## src/rtl/cu_pkg.sv

```systemverilog
package cu_pkg;
    localparam int CU_NSRC = 2;

    typedef enum logic [1:0] {
        OP_ADD = 2'b00,
        OP_SUB = 2'b01,
        OP_AND = 2'b10,
        OP_XOR = 2'b11
    } cu_op_e;

    typedef enum logic [1:0] {
        ST_IDLE  = 2'b00,
        ST_READ  = 2'b01,
        ST_EXEC  = 2'b10,
        ST_WRITE = 2'b11
    } cu_st_e;
endpackage

```

## src/rtl/cu_alu.sv

```systemverilog
module cu_alu
    import cu_pkg::*;
#(
    parameter int DW = 16
) (
    input  cu_op_e        op_i,
    input  logic [DW-1:0] a_i,
    input  logic [DW-1:0] b_i,
    output logic [DW-1:0] y_o
);
    always_comb begin
        unique case (op_i)
            OP_ADD:  y_o = a_i + b_i;
            OP_SUB:  y_o = a_i - b_i;
            OP_AND:  y_o = a_i & b_i;
            default: y_o = a_i ^ b_i;
        endcase
    end
endmodule

```

## src/rtl/cu_rdtrack.sv

```systemverilog
module cu_rdtrack #(
    parameter int NSRC = 2
) (
    input  logic            clk,
    input  logic            rst,
    input  logic            load_i,
    input  logic            kill_i,
    input  logic [NSRC-1:0] grant_i,
    output logic [NSRC-1:0] req_o,
    output logic            done_o
);
    logic [NSRC-1:0] req_d, req_q;

    for (genvar i = 0; i < NSRC; i++) begin : g_bit
        assign req_d[i] = kill_i ? 1'b0 : (load_i ? 1'b1 : (req_q[i] & ~grant_i[i]));

        AST_RD_HOLD: assert property (@(posedge clk) disable iff (rst)
            (req_q[i] && !grant_i[i] && !kill_i) |=> req_q[i]);
        AST_RD_GRANT_CLEAR: assert property (@(posedge clk) disable iff (rst)
            (req_q[i] && grant_i[i]) |=> !req_q[i]);
    end

    always_ff @(posedge clk) begin
        if (rst) req_q <= '0;
        else     req_q <= req_d;
    end

    assign req_o  = req_q;
    assign done_o = (|req_q) & ~(|(req_q & ~grant_i)) & ~kill_i;
endmodule

```

## src/rtl/cu_opshake.sv

```systemverilog
module cu_opshake
    import cu_pkg::*;
#(
    parameter int DW = 16
) (
    input  logic               clk,
    input  logic               rst,
    input  logic               issue_i,
    input  logic [1:0]         op_i,
    input  logic [DW-1:0]      src_a_i,
    input  logic [DW-1:0]      src_b_i,
    input  logic [CU_NSRC-1:0] rd_grant_i,
    input  logic               wr_grant_i,
    input  logic               kill_i,
    output logic [CU_NSRC-1:0] rd_req_o,
    output logic               wr_req_o,
    output logic               busy_o,
    output logic [DW-1:0]      res_o,
    output logic               res_vld_o
);
    typedef struct packed {
        cu_st_e        st;
        cu_op_e        op;
        logic [DW-1:0] a;
        logic [DW-1:0] b;
        logic [DW-1:0] res;
        logic          wr;
    } core_t;

    core_t         s_d, s_q;
    logic          rd_load, rd_done;
    logic [DW-1:0] alu_y;

    assign rd_load = (s_q.st == ST_IDLE) & issue_i & ~kill_i;

    cu_rdtrack #(.NSRC(CU_NSRC)) u_rd (
        .clk     (clk),
        .rst     (rst),
        .load_i  (rd_load),
        .kill_i  (kill_i),
        .grant_i (rd_grant_i),
        .req_o   (rd_req_o),
        .done_o  (rd_done)
    );

    cu_alu #(.DW(DW)) u_alu (
        .op_i (s_q.op),
        .a_i  (s_q.a),
        .b_i  (s_q.b),
        .y_o  (alu_y)
    );

    always_comb begin
        s_d = s_q;
        if (kill_i) begin
            s_d.st  = ST_IDLE;
            s_d.wr  = 1'b0;
            s_d.res = '0;
        end else begin
            unique case (s_q.st)
                ST_IDLE: if (issue_i) begin
                    s_d.st = ST_READ;
                    s_d.op = cu_op_e'(op_i);
                    s_d.a  = src_a_i;
                    s_d.b  = src_b_i;
                end
                ST_READ: if (rd_done) s_d.st = ST_EXEC;
                ST_EXEC: begin
                    s_d.res = alu_y;
                    s_d.wr  = 1'b1;
                    s_d.st  = ST_WRITE;
                end
                default: if (wr_grant_i) begin
                    s_d.st = ST_IDLE;
                    s_d.wr = 1'b0;
                end
            endcase
        end
    end

    always_ff @(posedge clk) begin
        if (rst) s_q <= '0;
        else     s_q <= s_d;
    end

    assign wr_req_o  = s_q.wr;
    assign busy_o    = (s_q.st != ST_IDLE);
    assign res_o     = s_q.res;
    assign res_vld_o = s_q.wr & wr_grant_i & ~kill_i;

    logic seen_issue_q;
    always_ff @(posedge clk) begin
        if (rst)          seen_issue_q <= 1'b0;
        else if (issue_i) seen_issue_q <= 1'b1;
    end

    AST_REQ_AFTER_ISSUE: assert property (@(posedge clk) disable iff (rst)
        (|rd_req_o) |-> seen_issue_q);
    AST_ISSUE_ARMS: assert property (@(posedge clk) disable iff (rst)
        (!busy_o && issue_i && !kill_i) |=> (rd_req_o == '1 && busy_o));
    AST_PHASE_EXCL: assert property (@(posedge clk) disable iff (rst)
        !((|rd_req_o) && wr_req_o));
    AST_WR_HOLD: assert property (@(posedge clk) disable iff (rst)
        (wr_req_o && !wr_grant_i && !kill_i) |=> wr_req_o);
    AST_WR_RETIRE: assert property (@(posedge clk) disable iff (rst)
        (wr_req_o && wr_grant_i && !kill_i) |=> (!wr_req_o && !busy_o));
    AST_VLD_QUAL: assert property (@(posedge clk) disable iff (rst)
        res_vld_o |-> (wr_req_o && wr_grant_i));
    AST_KILL_FLUSH: assert property (@(posedge clk) disable iff (rst)
        kill_i |=> (rd_req_o == '0 && !wr_req_o && !busy_o));
endmodule

```

## config.mk

```make
export PLATFORM = sky130hd
export DESIGN_NAME = cu_opshake
export DESIGN_NICKNAME = d
export VERILOG_FILES = /design/src/rtl/cu_pkg.sv /design/src/rtl/cu_alu.sv /design/src/rtl/cu_rdtrack.sv /design/src/rtl/cu_opshake.sv
export SDC_FILE = /design/constraint.sdc
export NUM_CORES = 1
export LEC_CHECK = 0
export ABC_AREA = 1
export BUFFER_PORTS_ARGS = -buffer_cell sky130_fd_sc_hd__buf_2
export CAP_MARGIN = 20
export CORE_MARGIN = 5
export CORE_UTILIZATION = 57
export CTS_CLUSTER_SIZE = 12
export DETAILED_ROUTE_END_ITERATION = 16
export HOLD_SLACK_MARGIN = 0.06
export PLACE_DENSITY_LB_ADDON = 0.05
export SYNTH_ARGS = -nofsm -noshare
export SYNTH_HDL_FRONTEND = slang
export SYNTH_SLANG_ARGS = --single-unit
```

## constraint.sdc

```tcl
create_clock -name clk -period 2.6 [get_ports clk]
set_input_delay 0.13 -clock clk [delete_from_list [all_inputs] [get_ports clk]]
set_output_delay 0.13 -clock clk [all_outputs]
set_load 0.1 [all_outputs]
```

# ---- Word level (Yosys, flattened, before mapping)
# Index checks and enable logic that the tools add are counted.
# Widths: inputs -> output; s select.
dict set report op_classes {
  add_sub_neg 2
  eq_ne 6
  muxes 9
  reduce_logical 12
  bitwise 17
}
# op count
set op_table {}
lappend op_table {{$pmux 16 s3} 1}
lappend op_table {{$mux 36} 1}
lappend op_table {{$add 16x16->16} 1}
lappend op_table {{$and 16x16->16} 1}
lappend op_table {{$sub 16x16->16} 1}
lappend op_table {{$xor 16x16->16} 1}
lappend op_table {{$and 1x1->1} 8}
lappend op_table {{$reduce_or 2->1} 4}
lappend op_table {{$pmux 2 s3} 1}
lappend op_table {{$reduce_and 3->1} 2}
lappend op_table {{$not 1->1} 5}
lappend op_table {{$eq 2x1->1 const B} 2}
lappend op_table {{$eq 2x2->1 const B} 2}
lappend op_table {{$logic_not 2->1} 2}
lappend op_table {{$mux 2} 2}
lappend op_table {{$ne 2x2->1 const B} 2}
lappend op_table {{$reduce_bool 2->1} 2}
lappend op_table {{$reduce_bool 4->1} 1}
lappend op_table {{$mux 1} 3}
lappend op_table {{$and 2x2->2} 1}
lappend op_table {{$not 2->2} 1}
lappend op_table {{$pmux 1 s2} 1}
lappend op_table {{$reduce_and 2->1} 1}
dict set report totals {
  wordCells 53
  output_inout_bits 21
  register_bits 55
  in_bits 41
}

# ---- Logic depth before layout (Yosys ltp)
# Gate-level depths: netlist of run 1.
dict set report depth {
  depth_word 8
  mapped_depth 22
  mapped_depth_nobuf 22
}

# ---- Hierarchy
# A second synthesis of run 1 with hierarchy kept.
dict set report unflattened {
  hier_cells 588
  hier_area_um2 3856.2
}
# mod cells_each seq_area_each_um2 n_inst area_each_um2
set modules_own_cells {}
lappend modules_own_cells {cu_opshake 271 1061.0 1 2079.5}
lappend modules_own_cells {cu_alu 299 0.0 1 1674.1}
lappend modules_own_cells {cu_rdtrack 18 40.0 1 102.6}

# ---- Worst setup path after synthesis of run 1
# Ideal clock, no wire load.
dict set report synth_path {
  path_kind {flip-flop to output port}
  startpoint {register s_q (netlist bit wr_req_o)}
  endpoint {output res_vld_o}
  required_time_ns 2.470
  path_stages_with_launch 3
  setup_slack_ns 0.139
  n_path_buf 0
  arrival_time_ns 2.331
  cell_sequence {dfxtp_1 -> nand2_1 -> nor2_1}
}
dict set report synth_between {
  elab_chain_len 2
}
# item line
set synth_lines {}
lappend synth_lines {{start, declared} cu_opshake.sv:30} ;# core_t s_d, s_q;
lappend synth_lines {{start signal, assigned} cu_opshake.sv:82} ;# if (rst) s_q <= '0;
lappend synth_lines {{start signal, assigned} cu_opshake.sv:83} ;# else s_q <= s_d;
lappend synth_lines {{$and 1x1->1 (2 in a row)} cu_opshake.sv:89} ;# assign res_vld_o = s_q.wr & wr_grant_i & ~kill_i;
lappend synth_lines {{end, declared} cu_opshake.sv:19} ;# output logic res_vld_o
# Every way passes these cells.

# ---- Final worst setup path of run 1
dict set report layout_path {
  startpoint {register s_q[18] (netlist name)}
  endpoint {register s_q (netlist bit res_o[15])}
}
dict set report layout_between {
  elab_chain_len 2
  word_cells_on_any_way 3
  classes_between {add/sub (2); mux (1)}
}
# item line
set layout_lines {}
lappend layout_lines {{$sub 16x16->16 or $add 16x16->16 (tied branches)} {cu_alu.sv:14, cu_alu.sv:13}}
lappend layout_lines {{$pmux 16 s3 *} cu_alu.sv:12} ;# unique case (op_i)
# Every way passes the cells marked *; elsewhere a longest branch is shown, timed or not.
# A chain may end at the register's enable or synchronous reset.

==> out/qor.csv, run 1 <==
metric,value,unit
total track usage,23.6,%
Core ar.,6280,um^2
critical path required time,2.86,ns
Final Routed Wirelength,9680,um
warnings from Yosys,0,
Syn Area/Cell,6.93,um^2
Fill cells,530,
Mapped Area,3650,um^2
setup ws final,-0.0158,ns
critical path peak fanout,4,
Post-synth ARST share,0,%
vias in the first global route,3485,
drt wl/cell,14.1,um
"Arr. time, crit path",2.87,ns
HP Class,in2reg,
status,"finished, violations left",
fin nets,686,
Synth Instances,527,
P_leak,2.29,nW
Multi-input gate area,2270,um^2
failing checks,setup timing,
Max Slew Vio Count,0,
DP HPWL,6760,um
first-pass GRT wire length,16300,um
sequential fraction of the synthesis area,30.2,%
max capacitance violation total,0,
"Min Clock Period, post-route",2.62,ns
Root Driver,clkbuf_8,
RSZ-0062 raised after global routing,yes,
Clock Skew,0.00946,ns
library cells used by synthesis,30,
placed instance area,3940,um^2
H-tree depth,2,
Final Hold Fails,0,
clk_lat worst skew,0.32,ns
Max-Slew Margin vs Limit,50.1,%
cell area after layout,4500,um^2
Die X,90.0,um
TritonRoute pass-1 iters,4,
num ports,62,
GRT overflow,0,
Total Power,0.00281,W
endpoints failing setup,1,
DIE AREA,8100,um^2
Vias/cell,5.31,
worst vdd ir,0.349,mV
share of layout cells above drive strength 1,21.5,%
Setup CP Type,reg2reg,
f_max,382,MHz
CP dominant cell by count,nor2_2,
Antenna diodes,0,
number of flops mapped to enable cells by yosys,0,
Remaining DRCs,0,
clock sink count,55,
TritonCTS clock tree,done,
sum of buffers and inverters on the critical path,2,
Tcrit/Tclk final,101,%
Initial DRC Count,199,
worst path cell trace,inv_2 > ha_4 > nand2_2 > nor3_2 > nor2_2 > nor2_2 > o21ai_2 > nor2_2 > xor2_1 > ha_1 > nand2_2 > nor2_2 > and3_1 > nand2_1 > nand2_1 > inv_1 > nand2_1 > nand3_1 > a21oi_1,
area grow syn2layout,23.2,%
Worst path slowest cell,ha_1,
Seq cells post-synth,55,
DRT antenna net count,0,
syn nets,604,
crit end category,register,
Setup crit start kind,register,
Pwr Density,625,nW/um^2
row count,29,
"delay-heaviest family, CP",simple AND/OR/NAND/NOR gates,
antenna violations before repair,0,
maximum clock path buffer count,2,
Die H,90.0,um
port bufs,61,
number of buffers created by CTS,5,
Placer Congestion,0.902,
"Top FF cell, synth",dfxtp_1,
Starting Density,58.1,%
Reg area,1110,um^2
Critical Path Max Stage Delay,0.38,ns
via count,3651,
"CTS clk-pin slew, worst paths",0.11,ns
largest net degree at the start of global routing,43,
Worst-Margin Slew,0.748,ns
## metal layers
metal	track usage [%]	wire length, um	vias to the layer above
li1	-	-	1904
met1	34.5	4770	1654
met2	36.2	4340	84
met3	3.76	474	9
met4	5.46	93	0
met5	0	0	-
## cells in the mapped netlist (all sizes together) (5+ instances only)
cell / number / area share, %
o21ai: 63 / 8.7
buf: 19 / 3.7
nand2: 90 / 9.3
xnor2: 7 / 1.7
nand3: 24 / 3.3
nand3b: 5 / 1.0
clkbuf: 13 / 1.3
nor2: 87 / 9.4
xor2: 8 / 1.9
dfxtp: 55 / 30
ha: 35 / 12
a21oi: 41 / 5.6
a221oi: 11 / 2.6
inv: 49 / 5.0
## worst min-delay path: stages
cell     delay [ns]
buf_2          0.07
o21ai_0        0.07
a21oi_1        0.10
## final timing paths
| path | startpoint | end | slack [ns] | depth (start not counted) |
|---|---|---|---|---|
| worst min-delay path | src_a_i[0] | s_q[33] | 0.09 | 3 |
| worst max-delay path | s_q[18] | res_o[15] | -0.02 | 19 |
| worst min register to register | wr_req_o | wr_req_o | 0.49 | 2 |
| worst max register to register | s_q[18] | res_o[15] | -0.02 | 19 |
## repair_timing
item	in CTS	in global routing
buffers inserted	2	8
pin swaps	3	18
gates resized for setup	6	29
endpoints found under the setup margin	3	10
endpoints found under the hold margin	26	0
hold buffers	26	0
## placed cells by master, fill, tap and decap left out, types with 8 or more instances in the layout
cell / instances
dfxtp_1: 49
dlygate4sd3_1: 26
nor2_2: 8
inv_1: 44
a221oi_1: 11
buf_2: 61
nand3_1: 24
ha_1: 32
nor2_1: 78
nand2_1: 86
buf_4: 20
o21ai_0: 59
a21oi_1: 34
## flip-flops by register name, indices dropped and copies added, names as in the netlist
signal and cells:
s_q 36, u_rd.req_o 2, wr_req_o 1, res_o 16
## where the power goes
part,internal [W],switching [W]
Clock,0.000317,0.000297
Sequential,0.000901,0.0000638
Combinational,0.000492,0.000741
## stage by stage
step	TNS, ns	worst slack, ns	cells	util (%)	hold slack, ns
5_1_grt	-1.11	-0.257	687	71.6	0.112
6_report	-0.0158	-0.0158	687	71.6	0.0887
2_1_floorplan	0	0.139	527	-	0.265
4_1_cts	-0.00238	-0.00238	679	69.4	0.0787
3_5_place_dp	-0.0892	-0.0455	643	62.8	0.357
3_3_place_gp	0	0.0771	643	62.8	0.350
## area by class of cell
cell class | count | share of cell area (%)
inverters | 49 | 4.15
well taps | 77 | 2.14
repair buffers | 107 | 15.9
clock inverters | 2 | 0.863
flip-flops and latches | 55 | 24.7
multi-input cells | 391 | 50.4
clock buffers | 6 | 1.84
## logic make-up (layout without fill, tap and decap cells)
| group | after synthesis | in the layout | share of synthesized area (%) |
|---|---|---|---|
| and+or+nand+nor | 216 | 216 | 24.6 |
| AOI/OAI and AO/OA | 124 | 124 | 18.9 |
| buffers and inverters | 81 | 164 | 10.1 |
| DFF | 55 | 55 | 30.2 |
| adders and majority gates | 36 | 36 | 12.5 |
| xor gates and xnor gates | 15 | 15 | 3.60 |
(Power assumes the default switching activity.)
==> run 2, diff against run 1 <==
CORE_MARGIN = 3   (was 5)
SETUP_SLACK_MARGIN = 0.1   (was default)
==> out/qor.csv, run 2 (synthesized netlist as in run 1, its figures left out) <==
metric,value,unit
status,completed,
num ports,62,
Die X,86.0,um
RSZ-0062 raised after global routing,yes,
Hold EP,s_q[46],
sum of buffers and inverters on the critical path,3,
fin nets,693,
Final Routed Wirelength,9880,um
Total Power,0.00281,W
TritonRoute pass-1 iters,6,
Final Hold Fails,0,
DRT antenna net count,0,
clk_lat worst skew,0.32,ns
DP HPWL,6680,um
drt wl/cell,14.3,um
max FFs per register,36,
TritonCTS clock tree,done,
Starting Density,60.2,%
first-pass GRT wire length,15800,um
fin cells,692,
Max-Slew Margin vs Limit,51.4,%
vias in the first global route,3448,
FF-to-FF Start,s_q[49],
min-delay src,src_a_i[13],
setup ws final,0.0948,ns
worst flop-to-flop path endpoint,res_o[7],
clock sink count,55,
Remaining DRCs,0,
Worst-Margin Slew,0.728,ns
Vias/cell,5.62,
share of layout cells above drive strength 1,24.6,%
R2R cell count,14,
H-tree depth,2,
f_max,399,MHz
setup TNS,0,ns
crit end category,register,
endpoints failing setup,0,
Setup crit start kind,register,
Antenna diodes,0,
P_leak,2.31,nW
Worst path slowest cell,ha_1,
worst path cell trace,inv_1 > nor2_4 > inv_2 > nand2_1 > o21ai_0 > xnor2_1 > ha_1 > nand2_2 > inv_1 > a21oi_2 > nand2_2 > or2_2 > nand3_1 > a21oi_1,
Initial DRC Count,178,
Root Driver,clkbuf_8,
"Arr. time, crit path",2.70,ns
DIE AREA,7400,um^2
Placer Congestion,0.879,
Die H,86.0,um
Pwr Density,615,nW/um^2
pre-CTS WS,0.00955,ns
area grow syn2layout,25.1,%
hold path depth,3,
"delay-heaviest family, CP",simple AND/OR/NAND/NOR gates,
Placed Cells,640,
Biggest register,s_q,
maximum clock path buffer count,2,
GRT overflow,0,
Max Slew Vio Count,0,
"most common cell after layout, fill and taps aside",nand2_1,
Tcrit/Tclk final,96.4,%
"CTS clk-pin slew, worst paths",0.10,ns
worst vdd ir,0.343,mV
largest net degree at the start of global routing,35,
row count,28,
critical path required time,2.80,ns
critical path peak fanout,8,
Core ar.,6060,um^2
total track usage,26.0,%
port bufs,61,
R2R Setup Slk,0.09,ns
HP Class,in2reg,
max capacitance violation total,0,
Clock Skew,0.00564,ns
most frequent cells in the layout,"nand2_1, nor2_1, buf_2",
antenna violations before repair,0,
Critical Path Max Stage Delay,0.38,ns
number of buffers created by CTS,5,
Setup CP Type,reg2reg,
via count,3890,
"Min Clock Period, post-route",2.51,ns
run 2: repair_timing:
| item | CTS | global route |
|---|---|---|
| hold buffers | 23 | 1 |
| setup endpoints to repair | 4 | 12 |
| pin swaps | 12 | 24 |
| gates resized for setup | 18 | 33 |
| hold endpoints to repair | 23 | 1 |
| buffers inserted | 7 | 13 |
run 2: area by class of cell:
class                      instances  area (um^2)
timing repair buffer             114          771
fill                             468         1500
clock buffer                       6         72.6
inverter                          49          184
multi-input combinational        391         2320
clock inverter                     2         16.3
sequential                        55         1110
tap                               75         93.8
run 2: worst max path at each step:
| stage | from | to | slack (ns) | cells past startpoint |
|---|---|---|---|---|
| after floorplan | wr_req_o | res_vld_o | 0.14 | 2 |
| after global placement | s_q[17] | res_o[15] | 0.09 | 19 |
| after detailed placement | s_q[17] | res_o[15] | 0.01 | 19 |
| after CTS | s_q[17] | res_o[15] | 0.07 | 19 |
| after global routing | s_q[20] | res_o[15] | -0.12 | 19 |
| final | s_q[49] | res_o[7] | 0.09 | 14 |
run 2: per-layer routing:
metal  part of all wire (%)  vias up  global-route usage (%)
met5                      0        -                       0
li1                       -     1917                       -
met4                    1.5        0                    5.90
met1                     46     1787                    37.5
met3                    6.7       19                    3.55
met2                     46      167                    41.1
run 2: through the flow:
step | instance area (um^2) | utilization [%] | hold slack [ns]
2_1_floorplan | 3650 | - | 0.265
3_3_place_gp | 3930 | 64.9 | 0.350
3_5_place_dp | 3930 | 64.9 | 0.356
4_1_cts | 4360 | 72.0 | 0.0632
5_1_grt | 4570 | 75.3 | 0.0696
6_report | 4570 | 75.3 | 0.0624
run 2: tightest hold or removal path: stages:
cell	delay (ns)
buf_2	0.07
nor2_1	0.04
nor2_1	0.10
run 2: report_power, final:
group	leakage, nW	total [W]	internal (W)	switching (W)
Sequential	0.452	0.000967	0.000901	0.0000659
Clock	0.0418	0.000497	0.000195	0.000302
Combinational	1.82	0.00134	0.000551	0.000791
Total	2.31	0.00281	0.00165	0.00116
==> run 3, diff against run 2 <==
BUFFER_PORTS_ARGS = -buffer_cell sky130_fd_sc_hd__buf_4   (was -buffer_cell sky130_fd_sc_hd__buf_2)
==> out/qor.csv, run 3 (synthesized netlist as in run 1, its figures left out) <==
metric,value,unit
R2R Setup Slk,0.08,ns
TritonCTS clock tree,done,
"CTS clk-pin slew, worst paths",0.11,ns
Vias/cell,5.62,
Biggest register,s_q,
max FFs per register,36,
Pwr Density,596,nW/um^2
Remaining DRCs,0,
f_max,397,MHz
Die H,86.0,um
most frequent cells in the layout,"nand2_1, buf_4, nor2_1",
Worst-Margin Slew,0.758,ns
Die X,86.0,um
clk_lat worst skew,0.32,ns
row count,28,
status,completed,
TritonRoute pass-1 iters,5,
vias in the first global route,3493,
Clock Skew,0.00924,ns
DP HPWL,6740,um
worst vdd ir,0.343,mV
RSZ-0062 raised after global routing,yes,
clock sink count,55,
Root Driver,clkbuf_8,
Setup CP Type,reg2reg,
Placed Cells,640,
DIE AREA,7400,um^2
Core ar.,6060,um^2
Max-Slew Margin vs Limit,49.4,%
H-tree depth,2,
critical path peak fanout,5,
number of buffers created by CTS,5,
area grow syn2layout,28.0,%
drt wl/cell,14.3,um
critical path required time,2.86,ns
Final Hold Fails,0,
fin cells,688,
"Min Clock Period, post-route",2.52,ns
Antenna diodes,0,
Starting Density,60.2,%
setup TNS,0,ns
endpoints failing setup,0,
Setup crit start kind,register,
"Arr. time, crit path",2.78,ns
port bufs,61,
Max Slew Vio Count,0,
num ports,62,
P_leak,2.32,nW
share of layout cells above drive strength 1,22.7,%
Initial DRC Count,171,
maximum clock path buffer count,2,
GRT overflow,0,
Tcrit/Tclk final,96.9,%
Placer Congestion,0.869,
total track usage,26.0,%
HP Class,in2reg,
antenna violations before repair,0,
crit end category,register,
max capacitance violation total,0,
"most common cell after layout, fill and taps aside",nand2_1,
via count,3867,
largest net degree at the start of global routing,35,
DRT antenna net count,0,
first-pass GRT wire length,16000,um
fin nets,689,
Final Routed Wirelength,9860,um
run 3: changes by cell type in the layout (fill, tap and decap cells not counted), sizes merged:
cell,change
buf,-5
clkbuf,-1
clkinv,+1
clkinvlp,-1
dlygate4sd3,+1
inv,+1
run 3: area by class of cell:
cell class              instances  area [um^2]
fillers                       453         1390
flip-flops and latches         55         1110
repair buffers                110          888
multi-input cells             391         2310
clock inverters                 3         22.5
well taps                      75         93.8
clock buffers                   5         68.8
inverters                      49          184
run 3: metrics by stage:
| step | hold WS, ns | power, W | worst slack [ns] | utilization, % | cell area (um^2) |
|---|---|---|---|---|---|
| after CTS | 0.0664 | 0.00263 | 0.0499 | 74.5 | 4510 |
| after global routing | 0.0623 | 0.00297 | -0.130 | 77.1 | 4670 |
| after floorplan | 0.265 | 0.00179 | 0.139 | - | 3650 |
| final | 0.0635 | 0.00278 | 0.0810 | 77.1 | 4670 |
| after detailed placement | 0.356 | 0.00205 | 0.00692 | 67.4 | 4080 |
| after global placement | 0.351 | 0.00203 | 0.0923 | 67.4 | 4080 |
run 3: worst max-delay path: stages (launching register included):
cell,delay (ns)
dfxtp_2,0.37
nor2_2,0.19
nand2_4,0.08
nor3_4,0.12
nor2_2,0.07
nor2_2,0.14
o21ai_2,0.10
nor2_1,0.12
xor2_1,0.08
ha_1,0.38
nand2_2,0.09
buf_4,0.14
nor2_1,0.14
nand3_1,0.13
nand3_1,0.11
nand3_1,0.07
a21oi_1,0.12
run 3: timing repair:
| action | CTS | global route |
|---|---|---|
| setup buffers | 6 | 9 |
| hold buffers | 25 | 0 |
| gates resized for setup | 16 | 25 |
| endpoints found under the hold margin | 25 | 0 |
| pin swaps | 11 | 20 |
| endpoints found under the setup margin | 3 | 10 |
run 3: path summary, 6_finish.rpt:
path,from,endpoint,cells past startpoint
max,s_q[19],res_o[13],16
min,src_a_i[13],s_q[46],3
max reg2reg,s_q[19],res_o[13],16
min reg2reg,wr_req_o,wr_req_o,2
run 3: layer usage:
layer,global-route usage [%],part of all wire (%),vias to the layer above
met5,0,0,-
met4,5.04,1.0,0
met3,3.46,6.8,11
met2,41.4,46,167
met1,37.6,46,1779
li1,-,-,1910
run 3: power by group:
group          switching (W)  internal (W)  total [W]
logic               0.000763      0.000542    0.00130
clock network       0.000313      0.000196   0.000509
registers          0.0000673      0.000902   0.000969
total                0.00114       0.00164    0.00278
